--- config.mk ---
export PLATFORM = sky130hd
export DESIGN_NAME = hp_slot_cmd_tracker
export DESIGN_NICKNAME = d
export VERILOG_FILES = /design/src/rtl/hp_slot_pkg.sv /design/src/rtl/hp_cmd_detect.sv /design/src/rtl/hp_cmd_deliver.sv /design/src/rtl/hp_sts_reg.sv /design/src/rtl/hp_slot_cmd_tracker.sv
export SDC_FILE = /design/constraint.sdc
export NUM_CORES = 1
export LEC_CHECK = 0
export ABC_AREA = 1
export BUFFER_PORTS_ARGS = -buffer_cell sky130_fd_sc_hd__buf_2
export CORE_UTILIZATION = 25
export CTS_CLUSTER_DIAMETER = 150
export DETAILED_ROUTE_END_ITERATION = 10
export HOLD_SLACK_MARGIN = 0.02
export PLACE_DENSITY = 0.52
export SLEW_MARGIN = 0
export SYNTH_ARGS = -nofsm -noshare
export SYNTH_HDL_FRONTEND = slang
export SYNTH_SLANG_ARGS = --single-unit
--- constraint.sdc ---
create_clock -name clk -period 2.29 [get_ports clk]
set_input_delay 0.3435 -clock clk [delete_from_list [all_inputs] [get_ports clk]]
set_output_delay 0.3435 -clock clk [all_outputs]
set_load 0.005 [all_outputs]
--- src/rtl/hp_slot_pkg.sv ---
// Package: register offsets, field positions and shared types for the
// hot-plug slot command tracker. Assumes 16-bit slot registers.
package hp_slot_pkg;
    localparam int unsigned REG_W      = 16;
    localparam int unsigned FLD_LO     = 6;   // lowest command-bearing bit
    localparam int unsigned FLD_HI     = 11;  // highest command-bearing bit
    localparam int unsigned FLD_W      = FLD_HI - FLD_LO + 1;
    localparam int unsigned CC_BIT     = 4;   // Command Completed position

    typedef logic [REG_W-1:0] reg_word_t;
    typedef logic [FLD_W-1:0] cmd_fld_t;

    typedef enum logic [1:0] {
        DLV_IDLE = 2'b00,
        DLV_BUSY = 2'b01,
        DLV_HELD = 2'b10
    } dlv_state_t;
endpackage

--- src/rtl/hp_cmd_detect.sv ---
// Module: hp_cmd_detect
// Decides whether a slot control write is a hot-plug command.
// Assumes old_val is the register value before this write.
module hp_cmd_detect
    import hp_slot_pkg::*;
(
    input  logic      ctrl_wr,
    input  logic      hp_capable,
    input  logic      conform_mode,
    input  reg_word_t old_val,
    input  reg_word_t new_val,
    output logic      issue,
    output cmd_fld_t  issue_fld
);
    cmd_fld_t old_fld;
    cmd_fld_t new_fld;
    logic     fld_changed;

    // Extract the command-bearing fields of both values.
    always_comb begin
        old_fld = old_val[FLD_HI:FLD_LO];
        new_fld = new_val[FLD_HI:FLD_LO];
    end

    // Compare fields and apply mode and capability gating.
    always_comb begin
        fld_changed = (old_fld != new_fld);
        issue       = ctrl_wr && hp_capable && (conform_mode || fld_changed);
        issue_fld   = new_fld;
    end

    // Notification-enable bits are outside the compared range.
    logic unused_bits;
    always_comb unused_bits = ^{old_val[REG_W-1:FLD_HI+1], old_val[FLD_LO-1:0],
                                new_val[REG_W-1:FLD_HI+1], new_val[FLD_LO-1:0]};
endmodule

--- src/rtl/hp_cmd_deliver.sv ---
// Module: hp_cmd_deliver
// Presents commands to the slot-pin controller over valid/ack and keeps
// one held slot for a command that arrives while another is in flight.
// The latest arrival replaces a held one. Assumes cmd_ack is meaningful
// only while cmd_valid is high.
module hp_cmd_deliver
    import hp_slot_pkg::*;
(
    input  logic     clk,
    input  logic     rst_n,
    input  logic     issue,
    input  cmd_fld_t issue_fld,
    input  logic     cmd_ack,
    output logic     cmd_valid,
    output cmd_fld_t cmd_data,
    output logic     done
);
    dlv_state_t state_q;
    cmd_fld_t   held_q;

    // One delivery finishes when the presented command is accepted.
    always_comb done = cmd_valid && cmd_ack;
    always_comb cmd_valid = (state_q != DLV_IDLE);

    // Delivery state, presented fields and held fields.
    always_ff @(posedge clk) begin
        if (!rst_n) begin
            state_q  <= DLV_IDLE;
            cmd_data <= '0;
            held_q   <= '0;
        end else begin
            unique case (state_q)
                DLV_IDLE: begin
                    if (issue) begin
                        state_q  <= DLV_BUSY;
                        cmd_data <= issue_fld;
                    end
                end
                DLV_BUSY: begin
                    if (done) begin
                        if (issue) cmd_data <= issue_fld;
                        else       state_q  <= DLV_IDLE;
                    end else if (issue) begin
                        held_q  <= issue_fld;
                        state_q <= DLV_HELD;
                    end
                end
                DLV_HELD: begin
                    if (done) begin
                        cmd_data <= issue ? issue_fld : held_q;
                        state_q  <= DLV_BUSY;
                    end else if (issue) begin
                        held_q <= issue_fld;
                    end
                end
                default: state_q <= DLV_IDLE;
            endcase
        end
    end


    // valid_hold_chk: an unacknowledged command stays presented unchanged.
    valid_hold_chk: assert property (@(posedge clk) disable iff (!rst_n)
        (cmd_valid && !cmd_ack) |=> (cmd_valid && $stable(cmd_data)));


    // held_follows_chk: a held command keeps cmd_valid high after the ack.
    held_follows_chk: assert property (@(posedge clk) disable iff (!rst_n)
        (state_q == DLV_HELD && cmd_ack) |=> cmd_valid);
endmodule

--- src/rtl/hp_sts_reg.sv ---
// Module: hp_sts_reg
// Sticky Command Completed flag: set by a finished delivery, cleared by a
// write-one to its bit. Set wins over a clear in the same cycle.
module hp_sts_reg
    import hp_slot_pkg::*;
(
    input  logic      clk,
    input  logic      rst_n,
    input  logic      done,
    input  logic      clr,
    output reg_word_t sts
);
    logic cc_q;

    // Update the Command Completed flag.
    always_ff @(posedge clk) begin
        if (!rst_n)    cc_q <= 1'b0;
        else if (done) cc_q <= 1'b1;
        else if (clr)  cc_q <= 1'b0;
    end

    // Place the flag at its register position; other bits read zero.
    always_comb begin
        sts         = '0;
        sts[CC_BIT] = cc_q;
    end


    // cc_after_ack_chk: the flag rises only after a finished delivery.
    cc_after_ack_chk: assert property (@(posedge clk) disable iff (!rst_n)
        $rose(cc_q) |-> $past(done));


    // set_wins_chk: a delivery and a clear together leave the flag set.
    set_wins_chk: assert property (@(posedge clk) disable iff (!rst_n)
        (done && clr) |=> cc_q);


    // cc_clear_chk: a lone clear drops the flag.
    cc_clear_chk: assert property (@(posedge clk) disable iff (!rst_n)
        (clr && !done) |=> !cc_q);
endmodule

--- src/rtl/hp_slot_cmd_tracker.sv ---
// Module: hp_slot_cmd_tracker (top)
// Slot control / slot status registers of a hot-plug downstream port.
// Decodes configuration writes, decides which slot control writes are
// commands, delivers them and tracks Command Completed.
// Assumes one configuration write per cycle at most.
module hp_slot_cmd_tracker
    import hp_slot_pkg::*;
#(
    parameter int unsigned ADDR_W   = 12,
    parameter logic [11:0] CTRL_OFS = 12'hA8,
    parameter logic [11:0] STS_OFS  = 12'hAA
) (
    input  logic              clk,
    input  logic              rst_n,
    input  logic              hp_capable,
    input  logic              conform_mode,
    input  logic              cfg_wr,
    input  logic [ADDR_W-1:0] cfg_addr,
    input  logic [15:0]       cfg_wdata,
    output logic [15:0]       slot_ctrl,
    output logic [15:0]       slot_sts,
    output logic              cmd_valid,
    output logic [5:0]        cmd_data,
    input  logic              cmd_ack
);
    localparam logic [ADDR_W-1:0] CTRL_A = ADDR_W'(CTRL_OFS);
    localparam logic [ADDR_W-1:0] STS_A  = ADDR_W'(STS_OFS);

    logic      ctrl_wr;
    logic      sts_wr;
    logic      sts_clr;
    logic      issue;
    cmd_fld_t  issue_fld;
    logic      done;
    reg_word_t ctrl_q;

    // Decode which register the write targets.
    always_comb begin
        ctrl_wr = cfg_wr && (cfg_addr == CTRL_A);
        sts_wr  = cfg_wr && (cfg_addr == STS_A);
        sts_clr = sts_wr && cfg_wdata[CC_BIT];
    end

    // Store slot control immediately on each write.
    always_ff @(posedge clk) begin
        if (!rst_n)       ctrl_q <= '0;
        else if (ctrl_wr) ctrl_q <= cfg_wdata;
    end

    always_comb slot_ctrl = ctrl_q;

    hp_cmd_detect u_detect (
        .ctrl_wr      (ctrl_wr),
        .hp_capable   (hp_capable),
        .conform_mode (conform_mode),
        .old_val      (ctrl_q),
        .new_val      (cfg_wdata),
        .issue        (issue),
        .issue_fld    (issue_fld)
    );

    hp_cmd_deliver u_deliver (
        .clk       (clk),
        .rst_n     (rst_n),
        .issue     (issue),
        .issue_fld (issue_fld),
        .cmd_ack   (cmd_ack),
        .cmd_valid (cmd_valid),
        .cmd_data  (cmd_data),
        .done      (done)
    );

    hp_sts_reg u_sts (
        .clk   (clk),
        .rst_n (rst_n),
        .done  (done),
        .clr   (sts_clr),
        .sts   (slot_sts)
    );


    // no_cmd_incapable_chk: an idle port that is not capable stays idle.
    no_cmd_incapable_chk: assert property (@(posedge clk) disable iff (!rst_n)
        (!hp_capable && !cmd_valid) |=> !cmd_valid);


    // same_fields_idle_chk: in change-detect mode, an unchanged-field write
    // on an idle port raises nothing.
    same_fields_idle_chk: assert property (@(posedge clk) disable iff (!rst_n)
        (ctrl_wr && !conform_mode && !cmd_valid &&
         cfg_wdata[FLD_HI:FLD_LO] == slot_ctrl[FLD_HI:FLD_LO]) |=> !cmd_valid);


    // ctrl_stable_chk: slot control changes only through its own address.
    ctrl_stable_chk: assert property (@(posedge clk) disable iff (!rst_n)
        !ctrl_wr |=> $stable(slot_ctrl));
endmodule

==> impl_metrics.env, run 1 <==
export IMPL_most_frequent_standard_cell_in_the_layout_excluding_fill_and_tap_cells="sky130_fd_sc_hd__buf_2"
export IMPL_cp_data_required_time_ps=2450
export IMPL_fmaxAchievable_ghz=0.5644
export IMPL_pwr_density_cell_nw_per_um2=576.9
export IMPL_power_static_leakage_nw=1.035
export IMPL_timing_critical_path_slowest_cell_delay_ps=370
export IMPL_die_height_um=84.32
export IMPL_place_congestion=0.7609
export IMPL_antenna_cells_inserted=0
export IMPL_wire_length_on_met1_um=1833
export IMPL_post_cts_setup_repair_bufs=0
export IMPL_initial_core_util=0.2623
export IMPL_rsz0062_at_grt="false"
export IMPL_dp_hpwl_um=3082
export IMPL_max_clock_path_buffers=2
export IMPL_yosys_warnings=0
export IMPL_final_layout_size_suffix_gt1_frac=0.2384
export IMPL_num_vias=1606
export IMPL_site_rows=29
export IMPL_crit_path_frequent_cell="sky130_fd_sc_hd__inv_1"
export IMPL_maxSlewViolCount=0
export IMPL_critical_path_slowest_cell="sky130_fd_sc_hd__dfxtp_1"
export IMPL_number_of_top_level_pins=73
export IMPL_synth_cell_type_count=27
export IMPL_grt_overflow_total=0
export IMPL_final_setup_violations=0
export IMPL_fin_cells=379
export IMPL_detail_route_drc_violations=2
export IMPL_mappedNetlistArea_um2=1694
export IMPL_hold_path_class="input port to flip-flop"
export IMPL_ff_latch_count_synth=31
export IMPL_coreArea_um2=6459
export IMPL_crit_arrival_ps=1930
export IMPL_grt_pass1_wl_um=6686
export IMPL_outcome="finished with violations"
export IMPL_synth_edf_count=0
export IMPL_clk_pin_slew_worst_paths_ps=60
export IMPL_drt_first_pass_iters=10
export IMPL_synthesis_area_per_instance_um2=6.859
export IMPL_grt_max_degree=23
export IMPL_grt_pass1_vias=1459
export IMPL_met2_routed_wl_um=1845
export IMPL_cts_root_buffer="sky130_fd_sc_hd__clkbuf_8"
export IMPL_fin_worst_skew_ps=2.960
export IMPL_grt_usage=0.1191
export IMPL_synth_async_sr_flop_share=0
export IMPL_tritoncts="built"
export IMPL_violations="design-rule violations"
export IMPL_die_width_um=84.32
export IMPL_net_total_in_the_final_layout=341
export IMPL_cts_resized=0
export IMPL_ys_flop_type="sky130_fd_sc_hd__dfxtp_1"
export IMPL_io_buffers=57
export IMPL_post_cts_hold_buffer_count=0
export IMPL_cells_after_synthesis=247
export IMPL_final_hold_viol_count=0
export IMPL_crit_fanout=7
export IMPL_timing_setup_critical_path_class="flip-flop to flip-flop"
export IMPL_worstPathCellList="inv_1 -> ha_1 -> inv_1 -> nand2_1 -> inv_1 -> nor2_1 -> nor3_4 -> nand2_2 -> nand2_1 -> a21oi_1"
export IMPL_number_of_buffers_created_by_cts=5
export IMPL_drt_vias_per_instance=4.237
export IMPL_cts_max_level=2
export IMPL_grt_antenna_before_repair=0
export IMPL_final_period_utilization=0.7737
export IMPL_die_area_um2=7110
export IMPL_route_top_layer_used="met4"
export IMPL_aggregate_negative_setup_slack_ps=0
export IMPL_ir_worst_vdd_uv=193.4
export IMPL_final_cell_mix="sky130_fd_sc_hd__buf_2, sky130_fd_sc_hd__nand2_1, sky130_fd_sc_hd__nor2_1"
export IMPL_post_place_cells=373
export IMPL_detail_route_wirelength_um=3973
export IMPL_layout_min_cycle_time_ps=1772
export IMPL_met3RoutedLength_um=244
export IMPL_worst_skew_pair_late_latency_ps=270
export IMPL_drt_first_iter_violations=85
export IMPL_synth_seq_area_share=0.3663
export IMPL_ant_nets=0
export IMPL_start_kind="flip-flop"
export IMPL_cts_sink_count=31
export IMPL_post_drt_wl_per_cell_um=10.48
export IMPL_area_growth_synth_to_final_pct=21.20
export IMPL_drv_cap=0
export IMPL_worstSetupEndpointType="flip-flop"
==> final timing paths <==
kind / start / end / slack [ps] / depth (start not counted)
worst max register to register: u_deliver.state_q[0] / u_deliver.cmd_data[4] / 520 / 10
worst max-delay path: u_deliver.state_q[0] / u_deliver.cmd_data[4] / 520 / 10
worst min-delay path: cfg_wdata[15] / slot_ctrl[15] / 320 / 3
worst min register to register: u_deliver.held_q[4] / u_deliver.held_q[4] / 470 / 2
==> stage by stage <==
stage | hold slack, ps | worst slack (ps) | util | total power, mW | cell area, um2
2_1_floorplan | 439.4 | 755.9 | - | 0.7664 | 1747
3_3_place_gp | 453.1 | 534.4 | 0.3067 | 0.8170 | 1981
3_5_place_dp | 452.8 | 513.0 | 0.3067 | 0.8185 | 1981
4_1_cts | 311.1 | 503.0 | 0.3179 | 1.208 | 2053
5_1_grt | 322.5 | 282.5 | 0.3179 | 1.281 | 2053
6_report | 319.5 | 518.3 | 0.3179 | 1.185 | 2053
==> per-layer routing <==
layer | vias to the layer above | global-route usage
li1 | 862 | -
met1 | 697 | 0.1461
met2 | 41 | 0.1952
met3 | 6 | 0.03933
met4 | 0 | 0.04232
met5 | - | 0
==> cell type report <==
type / instances / area [um2]
clock buffer: 6 / 72.57
fill: 715 / 4405
inverter: 24 / 90.09
multi-input combinational: 183 / 880.8
sequential: 31 / 620.6
tap: 77 / 96.34
timing repair buffer: 58 / 292.8
==> worst max-delay path, delay by kind of cell, from the launching register on <==
family,cells,cell delay (ps)
compound gates,1,60
fa+ha+maj,1,210
buf+inv,3,280
flops,1,370
simple gates,5,730
==> cells by family (layout without fill, tap and decap cells) <==
logic type	after synthesis	count (layout)	synth area share
simple gates	123	123	0.3287
buf+inv	47	88	0.1447
compound gates	39	39	0.1182
flops	31	31	0.3663
fa+ha+maj	4	4	0.02954
xor+xnor	2	2	0.01034
other cells	1	15	0.002214
==> registers in the layout, summed over array words and instances (netlist names) <==
name	cells
slot_ctrl	16
u_deliver.cmd_data	6
u_deliver.held_q	6
u_deliver.state_q	2
u_sts.cc_q	1
==> Yosys cell counts, types with 3 or more instances <==
cell type                   n  area share
sky130_fd_sc_hd__clkbuf_1   4      0.0089
sky130_fd_sc_hd__nand2_1   51        0.11
sky130_fd_sc_hd__ha_1       4       0.030
sky130_fd_sc_hd__nand4_1    3       0.011
sky130_fd_sc_hd__inv_1     23       0.051
sky130_fd_sc_hd__nor2_1    41       0.091
sky130_fd_sc_hd__a21oi_1   14       0.041
sky130_fd_sc_hd__o21ai_0   21       0.062
sky130_fd_sc_hd__nand3_1   17       0.050
sky130_fd_sc_hd__dfxtp_1   31        0.37
sky130_fd_sc_hd__buf_4     16       0.071
sky130_fd_sc_hd__a31oi_1    4       0.015
==> report_power, final <==
part / switching (mW) / internal [mW] / leakage [nW]
clock network: 0.176 / 0.202 / 0.0371
logic: 0.142 / 0.0830 / 0.748
registers: 0.0153 / 0.566 / 0.250
(Power assumes the default switching activity.)
==> inputs of run 2 (changes only) <==
ABC_AREA = 0   (was 1)
PLACE_DENSITY = 0.54   (was 0.52)
clock period = 1.5 ns   (was 2.29 ns; I/O delays follow)
==> impl_metrics.env, run 2 <==
export IMPL_power_share_sequential=0.478
export IMPL_post_synth_top_area_fraction=0.3613
export IMPL_net_total_in_the_final_layout=327
export IMPL_fmaxAchievable_ghz=0.6214
export IMPL_worstSetupEndpointType="flip-flop"
export IMPL_ir_worst_vdd_uv=570.2
export IMPL_swShare=0.2352
export IMPL_drt_vias_per_instance=4.436
export IMPL_outcome="finished with violations"
export IMPL_yosys_top_cells_count="sky130_fd_sc_hd__nand2_1, sky130_fd_sc_hd__dfxtp_1, sky130_fd_sc_hd__buf_4, sky130_fd_sc_hd__a21boi_0, sky130_fd_sc_hd__o21ai_0"
export IMPL_number_of_buffers_created_by_cts=5
export IMPL_worst_skew_pair_late_latency_ps=280
export IMPL_initial_core_util=0.2645
export IMPL_antenna_cells_inserted=0
export IMPL_crit_arrival_ps=1770
export IMPL_largest_cells_by_area_after_synthesis="sky130_fd_sc_hd__dfxtp_1, sky130_fd_sc_hd__nand2_1, sky130_fd_sc_hd__buf_4"
export IMPL_max_clock_path_buffers=2
export IMPL_min_path_cells=3
export IMPL_synthMostInstantiatedCell="sky130_fd_sc_hd__nand2_1"
export IMPL_layout_min_cycle_time_ps=1609
export IMPL_synth_cell_type_count=40
export IMPL_combinational_fraction_of_design_power=0.087
export IMPL_reg2reg_setup_slack_ps=-110
export IMPL_clk_pin_slew_worst_paths_ps=70
export IMPL_die_width_um=84.90
export IMPL_place_congestion=0.7452
export IMPL_detail_route_drc_violations=6
export IMPL_final_core_utilization=0.3814
export IMPL_power_static_leakage_nw=1.122
export IMPL_synth_async_sr_flop_share=0
export IMPL_area_growth_synth_to_final_pct=44.21
export IMPL_post_cts_hold_buffer_count=0
export IMPL_final_layout_size_suffix_gt1_frac=0.4483
export IMPL_cts_sink_count=31
export IMPL_grt_usage=0.1274
export IMPL_yosys_warnings=0
export IMPL_worst_r2r_endpoint="u_deliver.cmd_data[2]"
export IMPL_io_buffers=57
export IMPL_hold_path_class="input port to flip-flop"
export IMPL_fin_worst_skew_ps=11.08
export IMPL_final_period_utilization=1.073
export IMPL_drt_first_pass_iters=8
export IMPL_drt_first_iter_violations=70
export IMPL_maxSlewViolCount=0
export IMPL_grt_pass1_vias=1602
export IMPL_grt_overflow_total=0
export IMPL_cell_internal_pwr_mw=1.316
export IMPL_final_hold_viol_count=0
export IMPL_cts_root_buffer="sky130_fd_sc_hd__clkbuf_8"
export IMPL_post_drt_wl_per_cell_um=11.71
export IMPL_start_kind="flip-flop"
export IMPL_aggregate_negative_setup_slack_ps=-837.2
export IMPL_timing_critical_path_from="slot_ctrl[9]"
export IMPL_ff_latch_count_synth=31
export IMPL_largest_reg_flops=16
export IMPL_crit_fanout=6
export IMPL_dp_hpwl_um=3332
export IMPL_synth_edf_count=0
export IMPL_setup_worst_path_end="u_deliver.cmd_data[2]"
export IMPL_detail_route_wirelength_um=4299
export IMPL_cts_max_level=2
export IMPL_ant_nets=0
export IMPL_grt_antenna_before_repair=0
export IMPL_beginning_of_the_worst_hold_path="cfg_wdata[15]"
export IMPL_tritoncts="built"
export IMPL_coreArea_um2=6495
export IMPL_cells_after_synthesis=200
export IMPL_die_area_um2=7207
export IMPL_timing_setup_critical_path_class="flip-flop to flip-flop"
export IMPL_mappedNetlistArea_um2=1718
export IMPL_rsz0062_at_grt="true"
export IMPL_switchingPower_uw=404.6
export IMPL_most_frequent_standard_cell_in_the_layout_excluding_fill_and_tap_cells="sky130_fd_sc_hd__buf_2"
export IMPL_post_place_cells=356
export IMPL_final_setup_violations=13
export IMPL_num_vias=1628
export IMPL_drv_cap=0
export IMPL_grt_pass1_wl_um=7203
export IMPL_number_of_top_level_pins=73
export IMPL_synthesis_area_per_instance_um2=8.589
export IMPL_pwr_share_clk=0.434
export IMPL_violations="design-rule violations, negative setup slack"
export IMPL_r2r_worst_path_cells=7
export IMPL_grt_max_degree=20
export IMPL_synth_seq_area_share=0.3613
export IMPL_fin_cells=367
export IMPL_pwr_density_cell_nw_per_um2=694.4
export IMPL_layout_setup_ws_ps=-109.4
export IMPL_ys_flop_type="sky130_fd_sc_hd__dfxtp_1"
export IMPL_site_rows=29
export IMPL_r2r_path_start="slot_ctrl[9]"
export IMPL_synthDominantAreaCellType="sky130_fd_sc_hd__dfxtp_1"
export IMPL_final_cell_mix="sky130_fd_sc_hd__buf_2, sky130_fd_sc_hd__nand2_1, sky130_fd_sc_hd__buf_4"
export IMPL_cp_data_required_time_ps=1660
export IMPL_die_height_um=84.90
==> run 2: cell count changes in the layout (fill, tap and decap cells not counted), sizes merged, moves of 12 or more <==
cell	delta
nor2	-42
buf	+33
a21boi	+23
inv	-20
nand3	-17
a21oi	-12
o21ai	-12
==> run 2: power by group through the flow <==
stage | clock network [mW] | logic, mW | registers (mW)
2_1_floorplan | 0 | 0.0811 | 0.842
3_3_place_gp | 0 | 0.144 | 0.842
3_5_place_dp | 0 | 0.145 | 0.842
4_1_cts | 0.776 | 0.148 | 0.823
5_1_grt | 0.801 | 0.165 | 0.822
6_report | 0.747 | 0.150 | 0.823
==> run 2: cells by family (layout without fill, tap and decap cells) <==
kind of cell | after synthesis | in the layout | share of synthesized area
muxes | 7 | 7 | 0.04370
xor gates and xnor gates | 6 | 6 | 0.03059
buffers and inverters | 26 | 102 | 0.09760
AOI/OAI and AO/OA | 47 | 47 | 0.1952
adders and majority gates | 4 | 4 | 0.02913
other | 1 | 15 | 0.002183
and+or+nand+nor | 78 | 78 | 0.2404
DFF | 31 | 31 | 0.3613
==> run 2: metrics by stage <==
stage | hold WS [ps] | area [um2] | total power [mW] | setup slack [ps]
finish | 179.2 | 2477 | 1.720 | -109.4
CTS | 173.5 | 2449 | 1.746 | -126.5
floorplan | 356.7 | 1793 | 0.9231 | -67.54
global placement | 437.9 | 2276 | 0.9863 | -214.2
global route | 187.8 | 2477 | 1.789 | -187.6
detailed placement | 448.9 | 2276 | 0.9869 | -249.3
==> run 2: timing repair <==
| item | CTS | global route |
|---|---|---|
| buffers inserted | 1 | 1 |
| resized for setup | 18 | 11 |
| setup endpoints to repair | 14 | 15 |
| gates cloned | 1 | 0 |
| endpoints found under the hold margin | 0 | 0 |
| pin swaps | 4 | 4 |
==> run 2: layout make-up <==
class	count	area, um2
fillers	680	4018
multi-input cells	157	1054
flip-flops and latches	31	626.9
repair buffers	91	585.6
clock buffers	7	96.34
well taps	77	96.34
inverters	3	11.26
clock inverters	1	7.507
==> run 2: critical path, cell delays in order (launching register included) <==
cell                      delay, ps
sky130_fd_sc_hd__dfxtp_2        330
sky130_fd_sc_hd__xor2_2         150
sky130_fd_sc_hd__nor4_4         250
sky130_fd_sc_hd__buf_4          180
sky130_fd_sc_hd__a21o_4         150
sky130_fd_sc_hd__buf_12         120
sky130_fd_sc_hd__mux2i_1        210
sky130_fd_sc_hd__o22ai_1        100
==> run 2: worst min-delay path by stage <==
stage	end	slack [ps]
2_1_floorplan	slot_ctrl[9]	360
4_1_cts	slot_ctrl[5]	170
6_report	slot_ctrl[15]	180
5_1_grt	slot_ctrl[5]	190
3_3_place_gp	slot_ctrl[4]	440
3_5_place_dp	slot_ctrl[5]	450
==> run 2: per-layer routing <==
metal	part of all wire	GRT usage	up-vias
met5	0	0	-
met4	0.013	0.04160	0
met3	0.059	0.03405	6
met2	0.48	0.2203	46
met1	0.45	0.1538	747
li1	-	-	829
